==> config.mk <==
export PLATFORM = sky130hd
export DESIGN_NAME = pwm_quad
export DESIGN_NICKNAME = d
export VERILOG_FILES = /design/src/rtl/pwm_quad_pkg.sv /design/src/rtl/pwm_quad_ctrl.sv /design/src/rtl/pwm_quad_chan.sv /design/src/rtl/pwm_quad.sv
export SDC_FILE = /design/constraint.sdc
export NUM_CORES = 1
export LEC_CHECK = 0
export ABC_CLOCK_PERIOD_IN_PS = 6010
export BUFFER_PORTS_ARGS = -buffer_cell sky130_fd_sc_hd__buf_4
export CORE_ASPECT_RATIO = 0.75
export CORE_MARGIN = 5
export CORE_UTILIZATION = 30
export DETAILED_ROUTE_END_ITERATION = 8
export PLACE_DENSITY_LB_ADDON = 0.1
export RECOVER_POWER = 25
export SETUP_SLACK_MARGIN = 0.1
export SLEW_MARGIN = 20
export SYNTH_ARGS = -nofsm -noshare
export SYNTH_HDL_FRONTEND = slang
export SYNTH_SLANG_ARGS = --single-unit
==> constraint.sdc <==
create_clock -name clk -period 6.01 [get_ports clk]
set_clock_uncertainty 0.1 [all_clocks]
set_input_delay 0.3005 -clock clk [delete_from_list [all_inputs] [get_ports clk]]
set_output_delay 0.3005 -clock clk [all_outputs]
set_load 0.01 [all_outputs]
==> src/rtl/pwm_quad_pkg.sv <==
package pwm_quad_pkg;

  // Width of the counter, duty and period fields
  localparam int VAL_W = 16;
  // Width of the prescaler select field in the mode register
  localparam int SEL_W = 4;
  // Bit position of the output inversion control in the mode register
  localparam int INV_BIT = 9;

  // Global addresses (software decodes these)
  localparam int OFS_ENABLE  = 'h004;
  localparam int OFS_DISABLE = 'h008;
  localparam int OFS_RUN     = 'h00C;
  localparam int OFS_FLAG    = 'h01C;

  // Channel register groups
  localparam int CH_BASE   = 'h200;
  localparam int STRIDE_SH = 5;
  localparam int CH_STRIDE = 1 << STRIDE_SH;

  // Offsets inside one channel group
  localparam int OFS_MODE     = 'h00;
  localparam int OFS_DUTY     = 'h04;
  localparam int OFS_DUTY_BUF = 'h08;
  localparam int OFS_PER      = 'h0C;
  localparam int OFS_PER_BUF  = 'h10;

  // Strobes from the register control to one channel datapath
  typedef struct packed {
    logic start;
    logic stop;
    logic modeWr;
    logic dutyWr;
    logic dutyBufWr;
    logic perWr;
    logic perBufWr;
  } chanStrobe_t;

  // State a channel exposes for status, flags and readback
  typedef struct packed {
    logic             running;
    logic             periodEnd;
    logic             invert;
    logic [SEL_W-1:0] prescSel;
    logic [VAL_W-1:0] duty;
    logic [VAL_W-1:0] dutyBuf;
    logic [VAL_W-1:0] period;
    logic [VAL_W-1:0] periodBuf;
  } chanView_t;

endpackage

==> src/rtl/pwm_quad_ctrl.sv <==
module pwm_quad_ctrl
  import pwm_quad_pkg::*;
#(
  parameter int NUM_CH = 4,
  parameter int ADDR_W = 12,
  parameter int DATA_W = 32
) (
  input  logic                     clk,
  input  logic                     rstN,
  input  logic                     busWrEn,
  input  logic                     busRdEn,
  input  logic [ADDR_W-1:0]        busAddr,
  input  logic [DATA_W-1:0]        busWrData,
  input  chanView_t [NUM_CH-1:0]   views,
  output chanStrobe_t [NUM_CH-1:0] strobes,
  output logic [DATA_W-1:0]        busRdData
);

  localparam int IDX_W = $clog2(NUM_CH);
  localparam logic [ADDR_W-1:0] BASE_A = ADDR_W'(CH_BASE);
  localparam logic [ADDR_W-1:0] SPAN_A = ADDR_W'(NUM_CH * CH_STRIDE);

  logic [ADDR_W-1:0]    relAddr;
  logic                 inChan;
  logic [IDX_W-1:0]     chanIdx;
  logic [STRIDE_SH-1:0] regOff;
  logic                 isEna, isDis, isRun, isFlag;
  logic [NUM_CH-1:0]    chanHit, runVec, endVec, flags;
  logic                 flagRead;
  chanView_t            selView;
  logic                 unusedWrHi;

  assign unusedWrHi = ^busWrData[DATA_W-1:NUM_CH];

  // Address decode
  assign relAddr = busAddr - BASE_A;
  assign inChan  = (busAddr >= BASE_A) && (relAddr < SPAN_A);
  assign chanIdx = relAddr[STRIDE_SH +: IDX_W];
  assign regOff  = relAddr[STRIDE_SH-1:0];
  assign isEna   = busAddr == ADDR_W'(OFS_ENABLE);
  assign isDis   = busAddr == ADDR_W'(OFS_DISABLE);
  assign isRun   = busAddr == ADDR_W'(OFS_RUN);
  assign isFlag  = busAddr == ADDR_W'(OFS_FLAG);
  assign flagRead = busRdEn && isFlag;

  // Per-channel strobe generation
  for (genvar c = 0; c < NUM_CH; c++) begin : g_strobe
    assign chanHit[c] = inChan && (chanIdx == IDX_W'(c));
    assign strobes[c].start     = busWrEn && isEna && busWrData[c];
    assign strobes[c].stop      = busWrEn && isDis && busWrData[c];
    assign strobes[c].modeWr    = busWrEn && chanHit[c] && (regOff == STRIDE_SH'(OFS_MODE));
    assign strobes[c].dutyWr    = busWrEn && chanHit[c] && (regOff == STRIDE_SH'(OFS_DUTY));
    assign strobes[c].dutyBufWr = busWrEn && chanHit[c] && (regOff == STRIDE_SH'(OFS_DUTY_BUF));
    assign strobes[c].perWr     = busWrEn && chanHit[c] && (regOff == STRIDE_SH'(OFS_PER));
    assign strobes[c].perBufWr  = busWrEn && chanHit[c] && (regOff == STRIDE_SH'(OFS_PER_BUF));
    assign runVec[c] = views[c].running;
    assign endVec[c] = views[c].periodEnd;
  end

  // Period-end flags: a read clears them, a new period end always sets its bit
  always_ff @(posedge clk or negedge rstN) begin
    if (!rstN) flags <= '0;
    else       flags <= (flagRead ? '0 : flags) | endVec;
  end

  // Read multiplexer
  always_comb begin
    busRdData = '0;
    selView   = views[chanIdx];
    if (isRun) begin
      busRdData[NUM_CH-1:0] = runVec;
    end else if (isFlag) begin
      busRdData[NUM_CH-1:0] = flags;
    end else if (inChan) begin
      case (regOff)
        STRIDE_SH'(OFS_MODE): begin
          busRdData[SEL_W-1:0] = selView.prescSel;
          busRdData[INV_BIT]   = selView.invert;
        end
        STRIDE_SH'(OFS_DUTY):     busRdData[VAL_W-1:0] = selView.duty;
        STRIDE_SH'(OFS_DUTY_BUF): busRdData[VAL_W-1:0] = selView.dutyBuf;
        STRIDE_SH'(OFS_PER):      busRdData[VAL_W-1:0] = selView.period;
        STRIDE_SH'(OFS_PER_BUF):  busRdData[VAL_W-1:0] = selView.periodBuf;
        default:                  busRdData = '0;
      endcase
    end
  end

  // a flag read with no new period end leaves every flag clear
  p_flag_clear_r9: assert property (@(posedge clk) disable iff (!rstN)
    (flagRead && endVec == '0) |=> (flags == '0))
    else $error("flag register not cleared by read");

  // every period end is recorded, even on a clearing read
  p_flag_keep_r9: assert property (@(posedge clk) disable iff (!rstN)
    (endVec != '0) |=> ((flags & $past(endVec)) == $past(endVec)))
    else $error("period end event lost");

  // an address selects at most one channel group
  p_one_chan_r10: assert property (@(posedge clk) disable iff (!rstN)
    $onehot0(chanHit))
    else $error("overlapping channel decode");

endmodule

==> src/rtl/pwm_quad_chan.sv <==
module pwm_quad_chan
  import pwm_quad_pkg::*;
#(
  parameter int PRESC_MAX = 10
) (
  input  logic             clk,
  input  logic             rstN,
  input  chanStrobe_t      strobe,
  input  logic [VAL_W-1:0] wrVal,
  output chanView_t        view,
  output logic             pwmOut
);

  localparam int PC_W = PRESC_MAX;
  localparam logic [SEL_W-1:0] SEL_LIMIT = SEL_W'(PRESC_MAX);

  logic             running, stopReq, invert;
  logic [SEL_W-1:0] prescSel, effSel;
  logic [PC_W-1:0]  prescCnt, tickMask;
  logic [VAL_W-1:0] cnt, duty, dutyBuf, period, periodBuf;
  logic             dutyPend, perPend;
  logic             tick, endPer, stopping, rawActive;

  // Prescaler: tick when the low effSel bits of the free counter are all ones
  assign effSel   = (prescSel > SEL_LIMIT) ? SEL_LIMIT : prescSel;
  assign tickMask = (PC_W'(1) << effSel) - PC_W'(1);
  assign tick     = running && ((prescCnt & tickMask) == tickMask);

  // Period end: last count reached (a zero period ends on every tick)
  assign endPer   = tick && (({1'b0, cnt} + 1'b1) >= {1'b0, period});
  assign stopping = endPer && stopReq && !strobe.start;

  // Inactive first, active from the duty count on
  assign rawActive = running && (cnt >= duty);
  assign pwmOut    = rawActive ^ invert;

  always_ff @(posedge clk or negedge rstN) begin
    if (!rstN) begin
      running   <= 1'b0;
      stopReq   <= 1'b0;
      invert    <= 1'b0;
      prescSel  <= '0;
      prescCnt  <= '0;
      cnt       <= '0;
      duty      <= '0;
      dutyBuf   <= '0;
      period    <= '0;
      periodBuf <= '0;
      dutyPend  <= 1'b0;
      perPend   <= 1'b0;
    end else begin
      if (!running) begin
        if (strobe.start) begin
          running  <= 1'b1;
          stopReq  <= 1'b0;
          cnt      <= '0;
          prescCnt <= '0;
        end
      end else begin
        prescCnt <= prescCnt + 1'b1;
        if (tick) cnt <= endPer ? '0 : cnt + 1'b1;
        if (strobe.start)     stopReq <= 1'b0;
        else if (strobe.stop) stopReq <= 1'b1;
        if (stopping) begin
          running  <= 1'b0;
          stopReq  <= 1'b0;
          cnt      <= '0;
          prescCnt <= '0;
        end
      end
      // Buffered values are adopted at the period boundary
      if (endPer && dutyPend) begin
        duty     <= dutyBuf;
        dutyPend <= 1'b0;
      end
      if (endPer && perPend) begin
        period  <= periodBuf;
        perPend <= 1'b0;
      end
      // Bus writes take priority over the boundary load
      if (strobe.dutyWr) duty <= wrVal;
      if (strobe.perWr)  period <= wrVal;
      if (strobe.dutyBufWr) begin
        dutyBuf  <= wrVal;
        dutyPend <= 1'b1;
      end
      if (strobe.perBufWr) begin
        periodBuf <= wrVal;
        perPend   <= 1'b1;
      end
      if (strobe.modeWr) begin
        prescSel <= wrVal[SEL_W-1:0];
        invert   <= wrVal[INV_BIT];
      end
    end
  end

  assign view.running   = running;
  assign view.periodEnd = endPer;
  assign view.invert    = invert;
  assign view.prescSel  = prescSel;
  assign view.duty      = duty;
  assign view.dutyBuf   = dutyBuf;
  assign view.period    = period;
  assign view.periodBuf = periodBuf;

  // a channel only stops at a period boundary
  p_stop_on_boundary_r8: assert property (@(posedge clk) disable iff (!rstN)
    $fell(running) |-> $past(endPer))
    else $error("channel stopped mid-period");

  // an idle channel holds its counter at zero
  p_idle_count_r8: assert property (@(posedge clk) disable iff (!rstN)
    !running |-> (cnt == '0))
    else $error("idle channel counter not zero");

  // a new period opens at the inactive level unless duty is zero
  p_start_inactive_r3: assert property (@(posedge clk) disable iff (!rstN)
    ($past(endPer) && running && duty != '0) |-> !rawActive)
    else $error("period did not start inactive");

  // live duty only moves at a boundary or on a direct write
  p_hold_duty_r6: assert property (@(posedge clk) disable iff (!rstN)
    (!endPer && !strobe.dutyWr) |=> $stable(duty))
    else $error("duty changed mid-period");

  // live period only moves at a boundary or on a direct write
  p_hold_period_r6: assert property (@(posedge clk) disable iff (!rstN)
    (!endPer && !strobe.perWr) |=> $stable(period))
    else $error("period changed mid-period");

endmodule

==> src/rtl/pwm_quad.sv <==
module pwm_quad
  import pwm_quad_pkg::*;
#(
  parameter int NUM_CH    = 4,
  parameter int ADDR_W    = 12,
  parameter int DATA_W    = 32,
  parameter int PRESC_MAX = 10
) (
  input  logic              clk,
  input  logic              rstN,
  input  logic              busWrEn,
  input  logic              busRdEn,
  input  logic [ADDR_W-1:0] busAddr,
  input  logic [DATA_W-1:0] busWrData,
  output logic [DATA_W-1:0] busRdData,
  output logic [NUM_CH-1:0] pwmOut
);

  chanStrobe_t [NUM_CH-1:0] strobes;
  chanView_t   [NUM_CH-1:0] views;

  pwm_quad_ctrl #(
    .NUM_CH (NUM_CH),
    .ADDR_W (ADDR_W),
    .DATA_W (DATA_W)
  ) u_ctrl (
    .clk       (clk),
    .rstN      (rstN),
    .busWrEn   (busWrEn),
    .busRdEn   (busRdEn),
    .busAddr   (busAddr),
    .busWrData (busWrData),
    .views     (views),
    .strobes   (strobes),
    .busRdData (busRdData)
  );

  for (genvar g = 0; g < NUM_CH; g++) begin : g_chan
    pwm_quad_chan #(
      .PRESC_MAX (PRESC_MAX)
    ) u_chan (
      .clk    (clk),
      .rstN   (rstN),
      .strobe (strobes[g]),
      .wrVal  (busWrData[VAL_W-1:0]),
      .view   (views[g]),
      .pwmOut (pwmOut[g])
    );
  end

endmodule

**Word level (Yosys, flattened, before mapping)**

Index checks and enable logic that the tools add are counted.
W data, S select, Z words.

- Bits in registers: 400
- Input port bits: 48
- Logic and storage cells: 331
- Output and inout bits: 36

- Muxes and demuxes: 112
- Equal/unequal tests: 19
- Shift-type cells: 4
- Bitwise operators: 9
- $lt $le $gt $ge: 15
- Reductions and logical operators: 106
- $add $sub $neg: 17

Operators by type and width:

| cell | number |
|---|---|
| $mux W16 | 37 |
| $bmux W71 S2 | 1 |
| $mux W10 | 12 |
| $mux W69 | 1 |
| $add A16 B1 Y17 const B | 4 |
| $ge A17 B16 Y1 | 4 |
| $logic_and A1 B1 Y1 | 68 |
| $add A16 B1 Y16 const B | 4 |
| $ge A16 B16 Y1 | 4 |
| $mux W28 | 2 |
| $mux W1 | 48 |
| $add A10 B1 Y10 const B | 4 |
| $and A10 B10 Y10 | 4 |
| $eq A10 B10 Y1 | 4 |
| $reduce_bool A2 Y1 | 20 |
| $shl A1 B4 Y10 const A | 4 |
| $sub A10 B2 Y10 const B | 4 |
| $mux W4 | 7 |
| $eq A12 B4 Y1 const B | 2 |
| $pmux W6 S4 | 1 |
| $pmux W4 S5 | 1 |
| $pmux W5 S4 | 1 |
| $gt A4 B4 Y1 const B | 4 |
| $reduce_and A2 Y1 | 8 |
| other kinds (19) | 33 |

**Logic depth before layout (Yosys ltp)**

Gate-level depths: netlist (run 1).

- Depth in word-level cells: 14
- Mapped depth: 19
- Gate-level depth less buffers: 15

**By module**

From an unflattened synthesis (run 1), not the netlist that was laid out.

- Cells, all modules: 2,464
- Area total of the unflattened synthesis: 25,826.0 µm²

By module, submodules not included:

| module | area each (µm²) | times used | cells each |
|---|---|---|---|
| pwm_quad_chan | 5,718.0 | 4 | 553 |
| pwm_quad_ctrl | 2,954.1 | 1 | 252 |

**Worst setup path after synthesis (run 1)**

Ideal clock, no wire load.

- Path kind: register to register
- Start point: register g_chan[1].u_chan.cnt[0]
- End point: register g_chan[1].u_chan.period[10]
- Clock period less this slack: 3,922 ps
- Path slack: 2,088 ps
- Cell stages (with the launch flop): 15
- Arrival: 3,698 ps
- Data required time: 5,785 ps
- Library setup time: 125 ps
- Buffers on the path: 1
- Cell sequence: dfrtp_1 > ha_1 > and3_1 > nand3_1 > nor2_1 > nand4_1 > xnor2_1 > ha_1 > a21oi_1 > o21ai_0 > a2111oi_1 > o21ai_2 > a31oi_2 > buf_4 > mux2_2

- Longest elaborated chain between the ends: 5

RTL lines:

| item | RTL line | RTL |
|---|---|---|
| start: declaration | pwm_quad_chan.sv:20 | `logic [VAL_W-1:0] cnt, duty, dutyBuf, period, periodBuf;` |
| start signal: assignment | pwm_quad_chan.sv:61 | `if (tick) cnt <= endPer ? '0 : cnt + 1'b1;` |
| $add A16 B1 Y17 | pwm_quad_chan.sv:30 | `assign endPer = tick && (({1'b0, cnt} + 1'b1) >= {1'b0, period});` |
| $ge A17 B16 Y1 | pwm_quad_chan.sv:30 |  |
| $logic_and A1 B1 Y1 | pwm_quad_chan.sv:30 |  |
| $logic_and A1 B1 Y1 | pwm_quad_chan.sv:76 | `if (endPer && perPend) begin` |
| $reduce_bool A2 Y1 (no line) | - |  |
| end signal: assignment | pwm_quad_chan.sv:77 | `period <= periodBuf;` |
| end signal: assignment | pwm_quad_chan.sv:82 | `if (strobe.perWr) period <= wrVal;` |
| end: declaration | pwm_quad_chan.sv:20 |  |

No other way between the ends.
A chain may end at the register's enable or synchronous reset.

**Worst setup path in the final report (run 1)**

- Start point: register g_chan[1].u_chan.cnt[0]
- End point: register g_chan[1].u_chan.period[11]

The elaborated chain is that of the path after synthesis.

==> results.py, run 1 <==
metrics = {
    "global_routing": {
        "grt_pass1_wl_mm": 130,
        "global_route.overflow_total": 0,
        "grt_pass1_vias": 18703,
        "grt_antenna_before_repair": 5,
        "grt_start_max_net_pins": 153,
        "grtUsageTotal": 0.196,
    },
    "placement": {
        "gpl.final_weighted_congestion": 0.859,
        "dp_hpwl_mm": 65.0,
        "setup_ws_pre_cts_ps": 1140,
        "buffer_ports.inserted": 51,
    },
    "clocking": {
        "tritoncts_num_sinks": 400,
        "clock_latency_ps": 600,
        "cts_buffers": 47,
        "cts.path.max_buffers": 3,
        "post_cts_resize_count": 0,
        "cts.htree.levels": 2,
        "cts_tree": "yes",
        "clkTransAtPathRegs_ps": 60,
        "cts_root_buffer_type": "sky130_fd_sc_hd__clkbuf_16",
    },
    "synth": {
        "top_cells_by_area_synth": "sky130_fd_sc_hd__dfrtp_1 40%, sky130_fd_sc_hd__mux2_2 8.3%, sky130_fd_sc_hd__ha_1 7.1%, sky130_fd_sc_hd__mux4_2 6.2%, sky130_fd_sc_hd__mux2i_1 5.1%",
        "netlist_top_cells_count": "400 x sky130_fd_sc_hd__dfrtp_1, 184 x sky130_fd_sc_hd__mux2_2, 170 x sky130_fd_sc_hd__nand2_1",
        "netlist.top_cell.by_area": "sky130_fd_sc_hd__dfrtp_1",
        "synth_area_per_cell_um2": 10.4,
        "post-synth-top-count-cell": "sky130_fd_sc_hd__dfrtp_1",
        "synth_sequential_area_ratio": 0.401,
        "synth_async_sr_flop_share": 1.00,
        "synthFlopType": "sky130_fd_sc_hd__dfrtp_1",
        "synthCells": 2399,
        "ys_ff_latch": 400,
        "synth_top_area_share": 0.401,
        "number_of_synthesized_flops_with_an_enable_pin": 0,
        "mappedNetlistArea_um2": 24900,
        "yosys_warnings": 0,
        "ys_types": 85,
    },
    "die": {
        "fp.dieArea_um2": 89100,
        "die_w_um": 343,
        "placeableCoreArea_um2": 82300,
        "die_height_um": 260,
        "floorplan.rows": 91,
        "initial_core_util": 0.303,
        "io_pins": 84,
    },
    "power_and_ir_drop": {
        "total_power_uw": 6540,
        "worst_ir_drop_vdd_mv": 0.166,
        "pwr_density_cell_nw_per_um2": 233,
        "leakage_uw": 0.0127,
    },
    "worst_setup_path": {
        "critical-path-max-stage-delay_ps": 810,
        "setup.worst_path.end_class": "register",
        "start_kind": "register",
        "critical_path.n_buffers_inverters": 0,
        "slowest_stage": "sky130_fd_sc_hd__a31oi_4",
        "critical_path_cell_list": "ha_1 > and3_1 > nand3_1 > nor2_1 > nand4_1 > xnor2_1 > ha_1 > a21oi_1 > o21ai_0 > a2111oi_1 > o21ai_2 > a31oi_4 > mux2_2",
        "worst-setup-path-type": "reg2reg",
        "worst-endpoint-arrival_ps": 5260,
        "timing.critical_path.max_delay_family": "compound AO/OA/AOI/OAI gates",
        "most_frequent_cell_on_the_critical_path": "sky130_fd_sc_hd__ha_1",
        "worst-endpoint-required_ps": 6390,
        "cp_max_fo": 16,
    },
    "layout": {
        "syn2layout_area_growth_pct": 12.6,
        "final_net_count": 2597,
        "post_route_cells_drive_above_1_share": 0.190,
    },
    "outcome": {
        "violated_checks": "max-capacitance violations, max-slew violations",
        "outcome": "complete, but fails checks",
    },
    "route": {
        "remaining_drc_errors": 0,
        "ant_nets": 0,
        "routedLengthMet1_mm": 43.9,
        "initialDrtViolationCount": 1485,
        "detailed_routed_wire_length_on_met3_mm": 5.57,
        "route.detailed.wl_per_inst_um": 24.9,
        "first_pass_iters": 5,
        "detail_route.wirelength_mm": 88.7,
        "vias_per_cell": 5.40,
        "met2RoutedLength_mm": 37.5,
        "via_count": 19227,
        "dr.max_layer_used": "met5",
    },
    "timing": {
        "grt_setup_unrepaired": "no",
        "finalHoldViolations": 0,
        "maxSlewHeadroom": -1.99,
        "max_clock_freq_ghz": 0.205,
        "final_worst_setup_slack_ps": 1130,
        "timing.hold.ws_ps": 35.7,
        "worst-slew-pin-transition_ps": 4480,
        "final_worst_path_period_need_ps": 4880,
        "fin_crit_sh": 0.812,
        "finalMaxSlewViolations": 91,
        "setup_violations": 0,
        "final_total_negative_setup_slack_ps": 0,
    },
    "run": {
        "maxCapViolations": 1,
    },
    "worst_hold_path": {
        "worstHoldPathType": "in2reg",
    },
}
per-layer routing:
metal  vias up  track usage
li1       8733            -
met3        92       0.0378
met5         -            0
met4         2       0.0407
met1      9855        0.298
met2       545        0.288
worst reg2reg max path: stages (launching register included):
cell	delay (ps)
sky130_fd_sc_hd__dfrtp_1	450
sky130_fd_sc_hd__ha_1	260
sky130_fd_sc_hd__and3_1	220
sky130_fd_sc_hd__nand3_1	240
sky130_fd_sc_hd__nor2_1	490
sky130_fd_sc_hd__nand4_1	260
sky130_fd_sc_hd__xnor2_1	220
sky130_fd_sc_hd__ha_1	270
sky130_fd_sc_hd__a21oi_1	120
sky130_fd_sc_hd__o21ai_0	190
sky130_fd_sc_hd__a2111oi_1	520
sky130_fd_sc_hd__o21ai_2	200
sky130_fd_sc_hd__a31oi_4	810
sky130_fd_sc_hd__mux2_2	430
final timing paths:
path,startpoint,endpoint,slack [ps],cells past startpoint
setup / recovery,g_chan[1].u_chan.cnt[0],g_chan[1].u_chan.period[11],1130,13
hold / removal,busWrData[2],g_chan[1].u_chan.prescSel[2],40,3
setup reg to reg,g_chan[1].u_chan.cnt[0],g_chan[1].u_chan.period[11],1130,13
hold reg to reg,u_ctrl.flags[1],u_ctrl.flags[1],380,2
max in group asynchronous,rstN,g_chan[1].u_chan.duty[0],1400,2
min in group asynchronous,rstN,g_chan[0].u_chan.prescCnt[5],1880,2
registers in the layout, summed over array words and instances, names as in the netlist:
name and count:
g_chan.u_chan.cnt 64, g_chan.u_chan.duty 64, g_chan.u_chan.dutyBuf 64, g_chan.u_chan.dutyPend 4, g_chan.u_chan.invert 4, g_chan.u_chan.perPend 4, g_chan.u_chan.period 64, g_chan.u_chan.periodBuf 64
g_chan.u_chan.prescCnt 40, g_chan.u_chan.prescSel 16, g_chan.u_chan.running 4, g_chan.u_chan.stopReq 4, u_ctrl.flags 4
cells by family after synthesis:
logic type	synth area share
AND/OR/NAND/NOR	0.135
AO/OA/AOI/OAI	0.113
flip-flops	0.401
multiplexers	0.196
buffers and inverters	0.0537
adder cells (fa/ha/maj)	0.0707
XOR/XNOR	0.0302
other	0.000150
layout by cell type, fill, tap and decap left out, types with 10 or more instances in the layout:
master                          netlist  final
sky130_fd_sc_hd__ha_1               141    141
sky130_fd_sc_hd__buf_4               25     83
sky130_fd_sc_hd__xnor2_1             37     37
sky130_fd_sc_hd__mux2i_1            126    126
sky130_fd_sc_hd__nor2b_1             21     21
sky130_fd_sc_hd__o31ai_1             11     11
sky130_fd_sc_hd__a22o_1              19     19
sky130_fd_sc_hd__o211ai_1            26     26
sky130_fd_sc_hd__dfrtp_1            400    400
sky130_fd_sc_hd__or3b_2              12     12
sky130_fd_sc_hd__conb_1               1     16
sky130_fd_sc_hd__nand2b_1            20     20
sky130_fd_sc_hd__nand3_1            116    115
sky130_fd_sc_hd__and2_1              10     10
sky130_fd_sc_hd__dlygate4sd3_1        0     14
sky130_fd_sc_hd__and3_1              37     37
sky130_fd_sc_hd__a21o_1              28     28
sky130_fd_sc_hd__a31oi_1             36     36
sky130_fd_sc_hd__inv_1              154    154
sky130_fd_sc_hd__nand3b_1            10     10
sky130_fd_sc_hd__clkbuf_1            83     13
sky130_fd_sc_hd__a22oi_1             27     27
sky130_fd_sc_hd__nand4_1             33     33
sky130_fd_sc_hd__a21oi_1            104    104
sky130_fd_sc_hd__a211oi_1            11     11
sky130_fd_sc_hd__nor3_1              38     38
sky130_fd_sc_hd__o21ai_0             76     76
sky130_fd_sc_hd__xor2_1              49     49
sky130_fd_sc_hd__mux4_2              69     69
sky130_fd_sc_hd__nor2_1             128    122
sky130_fd_sc_hd__nand2_1            170    170
sky130_fd_sc_hd__clkbuf_16            0     49
sky130_fd_sc_hd__mux2_2             184    184
power by group:
part	internal, µW	switching [µW]
registers	2740	73.3
clock network	1770	1230
logic	284	448
metrics by stage:
step	instance area [µm²]	utilization	std cells
after floorplan	25000	-	2414
after global placement	26400	0.320	3461
after detailed placement	26400	0.320	3461
after CTS	28100	0.341	3557
after global routing	28100	0.341	3557
final	28100	0.341	3560
cell type report:
cell class | instances | area [µm²]
timing repair buffer | 101 | 820
clock inverter | 12 | 163
fill | 8283 | 54200
antenna | 3 | 7.51
multi-input combinational | 1704 | 13700
tap | 1116 | 1400
clock buffer | 70 | 1400
sequential | 400 | 10000
inverter | 154 | 578
what timing repair did:
action / CTS / global route
setup buffers: 0 / 0
hold buffers: 14 / 0
hold endpoints to repair: 195 / 0
Note: power is estimated with default switching activity, not from simulation.
==> run 2: changes to the inputs <==
Settings changed: ABC_CLOCK_PERIOD_IN_PS 6010 to 4400.
Clock period 6.01 ns to 4.4 ns, I/O delays scaled along.
==> run 2 against run 1 <==
  * The run still ends with max-capacitance violations, max-slew violations left
  * Critical path type unchanged
  * Combinational power rose by 50%
  * Flip-flop and latch count unchanged
  * Fmax grew 17%
  * Cell area increased by 1.8%
==> results.py, run 2 (synthesis gave the netlist of run 1 again) <==
metrics = {
    "outcome": {
        "outcome": "complete, but fails checks",
        "violated_checks": "max-capacitance violations, max-slew violations",
    },
    "die": {
        "floorplan.rows": 91,
        "die_w_um": 343,
        "fp.dieArea_um2": 89100,
        "io_pins": 84,
        "placeableCoreArea_um2": 82300,
        "initial_core_util": 0.303,
        "die_height_um": 260,
    },
    "worst_setup_path": {
        "setup.worst_path.end_class": "register",
        "worst-endpoint-required_ps": 4810,
        "critical_path.reg2reg.endpoint": "g_chan[0].u_chan.duty[14]",
        "slowest_stage": "sky130_fd_sc_hd__dfrtp_2",
        "worst-endpoint-arrival_ps": 4570,
        "critical-path-max-stage-delay_ps": 420,
        "crit-reg2reg-launch": "g_chan[0].u_chan.cnt[0]",
        "worst-setup-path-type": "reg2reg",
        "critical_path_cell_list": "ha_1 > and3_1 > and3_1 > nand3_1 > nor2_2 > nand3_1 > xnor2_1 > ha_1 > nand2_1 > or3_1 > a31oi_1 > o41ai_2 > and2_2 > o21ai_4 > buf_12 > mux2i_1",
        "cp_max_fo": 13,
        "reg2reg_setup_slack_ps": 240,
        "rr_worst_depth": 16,
        "start_kind": "register",
    },
    "power_and_ir_drop": {
        "pwr_density_cell_nw_per_um2": 314,
        "p_seq_frac": 0.428,
        "total_power_uw": 8970,
        "power_switching_uw": 2440,
        "worst_ir_drop_vdd_mv": 0.185,
        "leakage_uw": 0.0130,
        "power_frac_comb": 0.122,
        "netSwitchingFraction": 0.272,
        "intPower_uw": 6530,
        "power.share.clock": 0.450,
    },
    "worst_hold_path": {
        "min_delay_worst_endpoint": "g_chan[2].u_chan.stopReq",
        "worst_hold_startpoint": "busWrEn",
        "worstHoldPathType": "in2reg",
        "min_delay_path_depth": 4,
    },
    "placement": {
        "gpl.final_weighted_congestion": 0.860,
        "dp_hpwl_mm": 65.9,
        "buffer_ports.inserted": 51,
    },
    "clocking": {
        "cts_tree": "yes",
        "cts.htree.levels": 2,
        "cts.path.max_buffers": 3,
        "cts_root_buffer_type": "sky130_fd_sc_hd__clkbuf_16",
        "cts_buffers": 47,
        "clock_latency_ps": 600,
        "clkTransAtPathRegs_ps": 60,
        "tritoncts_num_sinks": 400,
    },
    "timing": {
        "finalHoldViolations": 0,
        "max_clock_freq_ghz": 0.241,
        "finalMaxSlewViolations": 103,
        "setup_violations": 0,
        "worst-slew-pin-transition_ps": 3040,
        "maxSlewHeadroom": -1.02,
        "grt_setup_unrepaired": "no",
        "final_total_negative_setup_slack_ps": 0,
        "timing.hold.ws_ps": 199,
        "final_worst_path_period_need_ps": 4160,
        "fin_crit_sh": 0.944,
    },
    "route": {
        "detail_route.wirelength_mm": 88.1,
        "vias_per_cell": 5.33,
        "via_count": 19189,
        "remaining_drc_errors": 0,
        "first_pass_iters": 5,
        "route.detailed.wl_per_inst_um": 24.4,
        "ant_nets": 0,
        "initialDrtViolationCount": 1521,
    },
    "layout": {
        "layout_common_cells": "395 x sky130_fd_sc_hd__dfrtp_1, 184 x sky130_fd_sc_hd__mux2_2, 170 x sky130_fd_sc_hd__nand2_1",
        "post_route_cells_drive_above_1_share": 0.210,
        "syn2layout_area_growth_pct": 14.6,
        "mostFrequentLayoutCell": "sky130_fd_sc_hd__dfrtp_1",
        "final_net_count": 2638,
        "finalCoreUtilization": 0.347,
    },
    "global_routing": {
        "grt_pass1_vias": 18902,
        "grtUsageTotal": 0.195,
        "grt_start_max_net_pins": 106,
        "grt_antenna_before_repair": 5,
        "global_route.overflow_total": 0,
        "grt_pass1_wl_mm": 130,
    },
    "run": {
        "maxCapViolations": 1,
    },
}
run 2: final cells by class:
cell class,count,area (µm²)
antenna,2,5.00
clock buffer,71,1430
clock inverter,14,126
fill,8305,53700
inverter,154,578
multi-input combinational,1704,13800
sequential,400,10000
tap,1116,1400
timing repair buffer,142,1260
run 2: worst max-delay path by stage:
| stage | start | to | slack [ps] | depth (start not counted) |
|---|---|---|---|---|
| 3_5_place_dp | g_chan[3].u_chan.cnt[2] | g_chan[3].u_chan.period[1] | 250 | 17 |
| 4_1_cts | g_chan[3].u_chan.cnt[2] | g_chan[3].u_chan.period[8] | 170 | 17 |
| 2_1_floorplan | g_chan[1].u_chan.cnt[0] | g_chan[1].u_chan.period[10] | 480 | 14 |
| 6_report | g_chan[0].u_chan.cnt[0] | g_chan[0].u_chan.duty[14] | 240 | 16 |
| 3_3_place_gp | g_chan[1].u_chan.cnt[0] | g_chan[1].u_chan.cnt[2] | 220 | 16 |
| 5_1_grt | rstN | g_chan[3].u_chan.cnt[3] | 70 | 3 |
run 2: metal layers:
metal,routed length [µm],GRT usage,share of wire
met1,44100,0.297,0.50
met2,37400,0.287,0.42
met3,4990,0.0371,0.057
met4,1620,0.0419,0.018
met5,13,0,0.00015
run 2: power by group through the flow:
stage | registers (µW) | logic [µW] | clock network (µW)
2_1_floorplan | 3860 | 653 | 0
3_3_place_gp | 3900 | 1020 | 0
3_5_place_dp | 3900 | 1040 | 0
4_1_cts | 3840 | 1060 | 4150
5_1_grt | 3850 | 1200 | 4300
6_report | 3840 | 1100 | 4040
run 2: through the flow:
stage                     setup slack [ps]  area (µm²)  std cells
after floorplan                        478       25000       2414
after global placement                 220       26800       3497
after detailed placement               245       26800       3497
after CTS                              166       28500       3600
after global routing                  74.8       28600       3601
final                                  245       28600       3603
run 2: what timing repair did:
item | CTS | global route
buffers inserted | 0 | 1
endpoints found under the hold margin | 297 | 0
endpoints found under the setup margin | 0 | 145
gates resized for setup | 0 | 17
hold buffers | 18 | 0
run 2: worst max-delay path: cells and delay by family, from the launching register on:
| family | cells | cell delay (ps) |
|---|---|---|
| multiplexers | 1 | 200 |
| AO/OA/AOI/OAI | 3 | 620 |
| AND/OR/NAND/NOR | 8 | 1780 |
| buffers and inverters | 1 | 210 |
| flip-flops | 1 | 420 |
| adder cells (fa/ha/maj) | 2 | 530 |
| XOR/XNOR | 1 | 170 |
==> run 3: changes to the inputs <==
Settings changed: ABC_AREA set to 1.
==> run 3 against run 2 <==
  * The flow still finishes with violations (max-capacitance violations, max-slew violations)
  * Critical path type unchanged
  * Non-clock buffer count down 38
  * Global-route usage up 2.1 points
  * Clock power up 6.4%
  * Synthesized cell count up 35%
  * Via count up 19%
  * Die area down 0.87%
  * Fmax up 5.7%
  * Power up 16%
  * Largest cell class unchanged
==> results.py, run 3 <==
metrics = {
    "outcome": {
        "outcome": "complete, but fails checks",
        "violated_checks": "max-capacitance violations, max-slew violations",
    },
    "worst_setup_path": {
        "start_kind": "register",
        "worst-endpoint-required_ps": 4780,
        "startpoint": "g_chan[1].u_chan.cnt[1]",
        "crit-reg2reg-launch": "g_chan[1].u_chan.cnt[1]",
        "worst-endpoint-arrival_ps": 4310,
        "cp_max_fo": 11,
        "rr_worst_depth": 18,
        "setup.worst_path.end_class": "register",
        "reg2reg_setup_slack_ps": 470,
        "worst-setup-path-type": "reg2reg",
    },
    "synth": {
        "yosys_warnings": 0,
        "number_of_synthesized_flops_with_an_enable_pin": 0,
        "ys_ff_latch": 400,
        "netlist.top_cell.by_area": "sky130_fd_sc_hd__dfrtp_1",
        "synth_async_sr_flop_share": 1.00,
        "synth_sequential_area_ratio": 0.405,
        "netlist_top_cells_count": "828 x sky130_fd_sc_hd__nand2_1, 454 x sky130_fd_sc_hd__o21ai_0, 408 x sky130_fd_sc_hd__inv_1",
        "synth_area_per_cell_um2": 7.61,
        "synth_top_area_share": 0.405,
        "mappedNetlistArea_um2": 24700,
        "synthCells": 3249,
        "ys_types": 54,
        "post-synth-top-count-cell": "sky130_fd_sc_hd__nand2_1",
        "top_cells_by_area_synth": "sky130_fd_sc_hd__dfrtp_1 40%, sky130_fd_sc_hd__nand2_1 13%, sky130_fd_sc_hd__o21ai_0 9.2%, sky130_fd_sc_hd__ha_1 7.1%, sky130_fd_sc_hd__inv_1 6.2%",
        "synthFlopType": "sky130_fd_sc_hd__dfrtp_1",
    },
    "timing": {
        "worst-slew-pin-transition_ps": 2960,
        "grt_setup_unrepaired": "no",
        "fin_crit_sh": 0.894,
        "finalHoldViolations": 0,
        "final_worst_path_period_need_ps": 3930,
        "final_total_negative_setup_slack_ps": 0,
        "finalMaxSlewViolations": 102,
        "maxSlewHeadroom": -0.974,
        "setup_violations": 0,
        "max_clock_freq_ghz": 0.254,
    },
    "placement": {
        "postPlaceCellArea_um2": 26100,
        "gpl.final_weighted_congestion": 0.877,
        "dp_hpwl_mm": 72.3,
        "buffer_ports.inserted": 51,
    },
    "die": {
        "floorplan.rows": 91,
        "fp.dieArea_um2": 88300,
        "initial_core_util": 0.302,
        "io_pins": 84,
        "die_w_um": 341,
        "placeableCoreArea_um2": 82000,
        "die_height_um": 259,
    },
    "layout": {
        "layout_common_cells": "823 x sky130_fd_sc_hd__nand2_1, 454 x sky130_fd_sc_hd__o21ai_0, 408 x sky130_fd_sc_hd__inv_1",
        "final_design_area_no_fill_um2": 27800,
        "final_net_count": 3435,
        "mostFrequentLayoutCell": "sky130_fd_sc_hd__nand2_1",
        "num-fill-cells": 8645,
        "post_route_cells_drive_above_1_share": 0.0850,
        "syn2layout_area_growth_pct": 12.6,
        "finalCoreUtilization": 0.339,
    },
    "global_routing": {
        "grt_pass1_vias": 21676,
        "grtUsageTotal": 0.216,
        "met2_usage": 0.301,
        "grt_busiest_layer": "met1",
        "global_route.overflow_total": 0,
        "gr-usage-met1": 0.331,
        "globalRouteMet3Util": 0.0500,
        "grt_pass1_wl_mm": 143,
        "grt_start_max_net_pins": 103,
        "grt_antenna_before_repair": 4,
    },
    "route": {
        "first_pass_iters": 6,
        "remaining_drc_errors": 0,
        "initialDrtViolationCount": 2106,
        "vias_per_cell": 5.24,
        "via_count": 22790,
        "route.detailed.wl_per_inst_um": 22.3,
        "ant_nets": 0,
        "detail_route.wirelength_mm": 97.2,
    },
    "worst_hold_path": {
        "worstHoldPathType": "in2reg",
        "worst_hold_startpoint": "busWrData[1]",
        "min_delay_path_depth": 4,
    },
    "clocking": {
        "cts_tree": "yes",
        "cts_buffers": 48,
        "cts.path.max_buffers": 3,
        "cts.htree.levels": 2,
        "cts_root_buffer_type": "sky130_fd_sc_hd__clkbuf_16",
        "tritoncts_num_sinks": 400,
        "clock_latency_ps": 610,
        "clkTransAtPathRegs_ps": 50,
    },
    "run": {
        "maxCapViolations": 1,
    },
    "power_and_ir_drop": {
        "worst_ir_drop_vdd_mv": 0.234,
        "leakage_uw": 0.0130,
        "pwr_density_cell_nw_per_um2": 375,
    },
}
run 3: final timing paths:
path / to
setup reg to reg: g_chan[1].u_chan.prescCnt[9]
min in group asynchronous: g_chan[0].u_chan.duty[15]
setup / recovery: g_chan[1].u_chan.prescCnt[9]
max in group asynchronous: g_chan[2].u_chan.cnt[13]
hold / removal: g_chan[1].u_chan.stopReq
hold reg to reg: g_chan[3].u_chan.dutyPend
run 3: cell families (layout without fill, tap and decap cells):
family	count (synthesis)	count (layout)	synth area share
flops	400	400	0.405
simple gates	1241	1241	0.216
buf+inv	594	611	0.0983
fa+ha+maj	141	141	0.0714
other cells	1	17	0.000152
compound gates	811	811	0.188
xor+xnor	61	61	0.0216
run 3: final cells by class:
cell class              instances  area, µm²  area share
multi-input cells            2270      12400       0.445
flip-flops and latches        400      10000       0.360
inverters                     422       1580      0.0569
clock buffers                  72       1460      0.0526
well taps                    1069       1340      0.0481
repair buffers                104        853      0.0307
clock inverters                13        193     0.00692
diodes                          1       2.50   0.0000899
run 3: critical path, cell delays in order, from the launching register on:
cell and delay, ps:
sky130_fd_sc_hd__dfrtp_1 450, sky130_fd_sc_hd__ha_1 210, sky130_fd_sc_hd__nand2_1 80, sky130_fd_sc_hd__inv_2 80, sky130_fd_sc_hd__nand2_1 100, sky130_fd_sc_hd__nor2_4 170, sky130_fd_sc_hd__inv_1 60, sky130_fd_sc_hd__nor4_1 290
sky130_fd_sc_hd__nand3_1 150, sky130_fd_sc_hd__nor2_1 150, sky130_fd_sc_hd__xor2_1 110, sky130_fd_sc_hd__ha_1 330, sky130_fd_sc_hd__nand4_1 120, sky130_fd_sc_hd__nor4_1 280, sky130_fd_sc_hd__nand2_1 100, sky130_fd_sc_hd__nand3_2 230
sky130_fd_sc_hd__nand4_1 490, sky130_fd_sc_hd__o211ai_1 240, sky130_fd_sc_hd__nand2_1 70
run 3: metal layers:
layer / routed length, µm / vias up
met5: 0 / -
met4: 2790 / 0
met3: 7860 / 123
met2: 38700 / 727
met1: 47900 / 11161
li1: - / 10779
run 3: repair_timing:
action,CTS,global route
resized for setup,0,4
hold endpoints to repair,106,0
buffers inserted,0,0
endpoints found under the setup margin,0,67
hold buffers,5,0
run 3: report_power, final:
group / total (µW) / internal [µW] / leakage, µW / switching, µW
logic: 2020 / 637 / 0.00665 / 1390
clock network: 4300 / 2570 / 0.000819 / 1720
registers: 4110 / 3870 / 0.00548 / 235
run 3: metrics by stage:
| step | worst slack [ps] | std cells | hold slack, ps | power, µW |
|---|---|---|---|---|
| CTS | 232 | 4350 | 16.7 | 10600 |
| global route | 87.7 | 4350 | 94.4 | 11000 |
| global placement | 223 | 4260 | 277 | 6150 |
| detailed placement | 270 | 4260 | 286 | 6190 |
| floorplan | 1250 | 3264 | -176 | 5430 |
| finish | 468 | 4351 | 59.1 | 10400 |
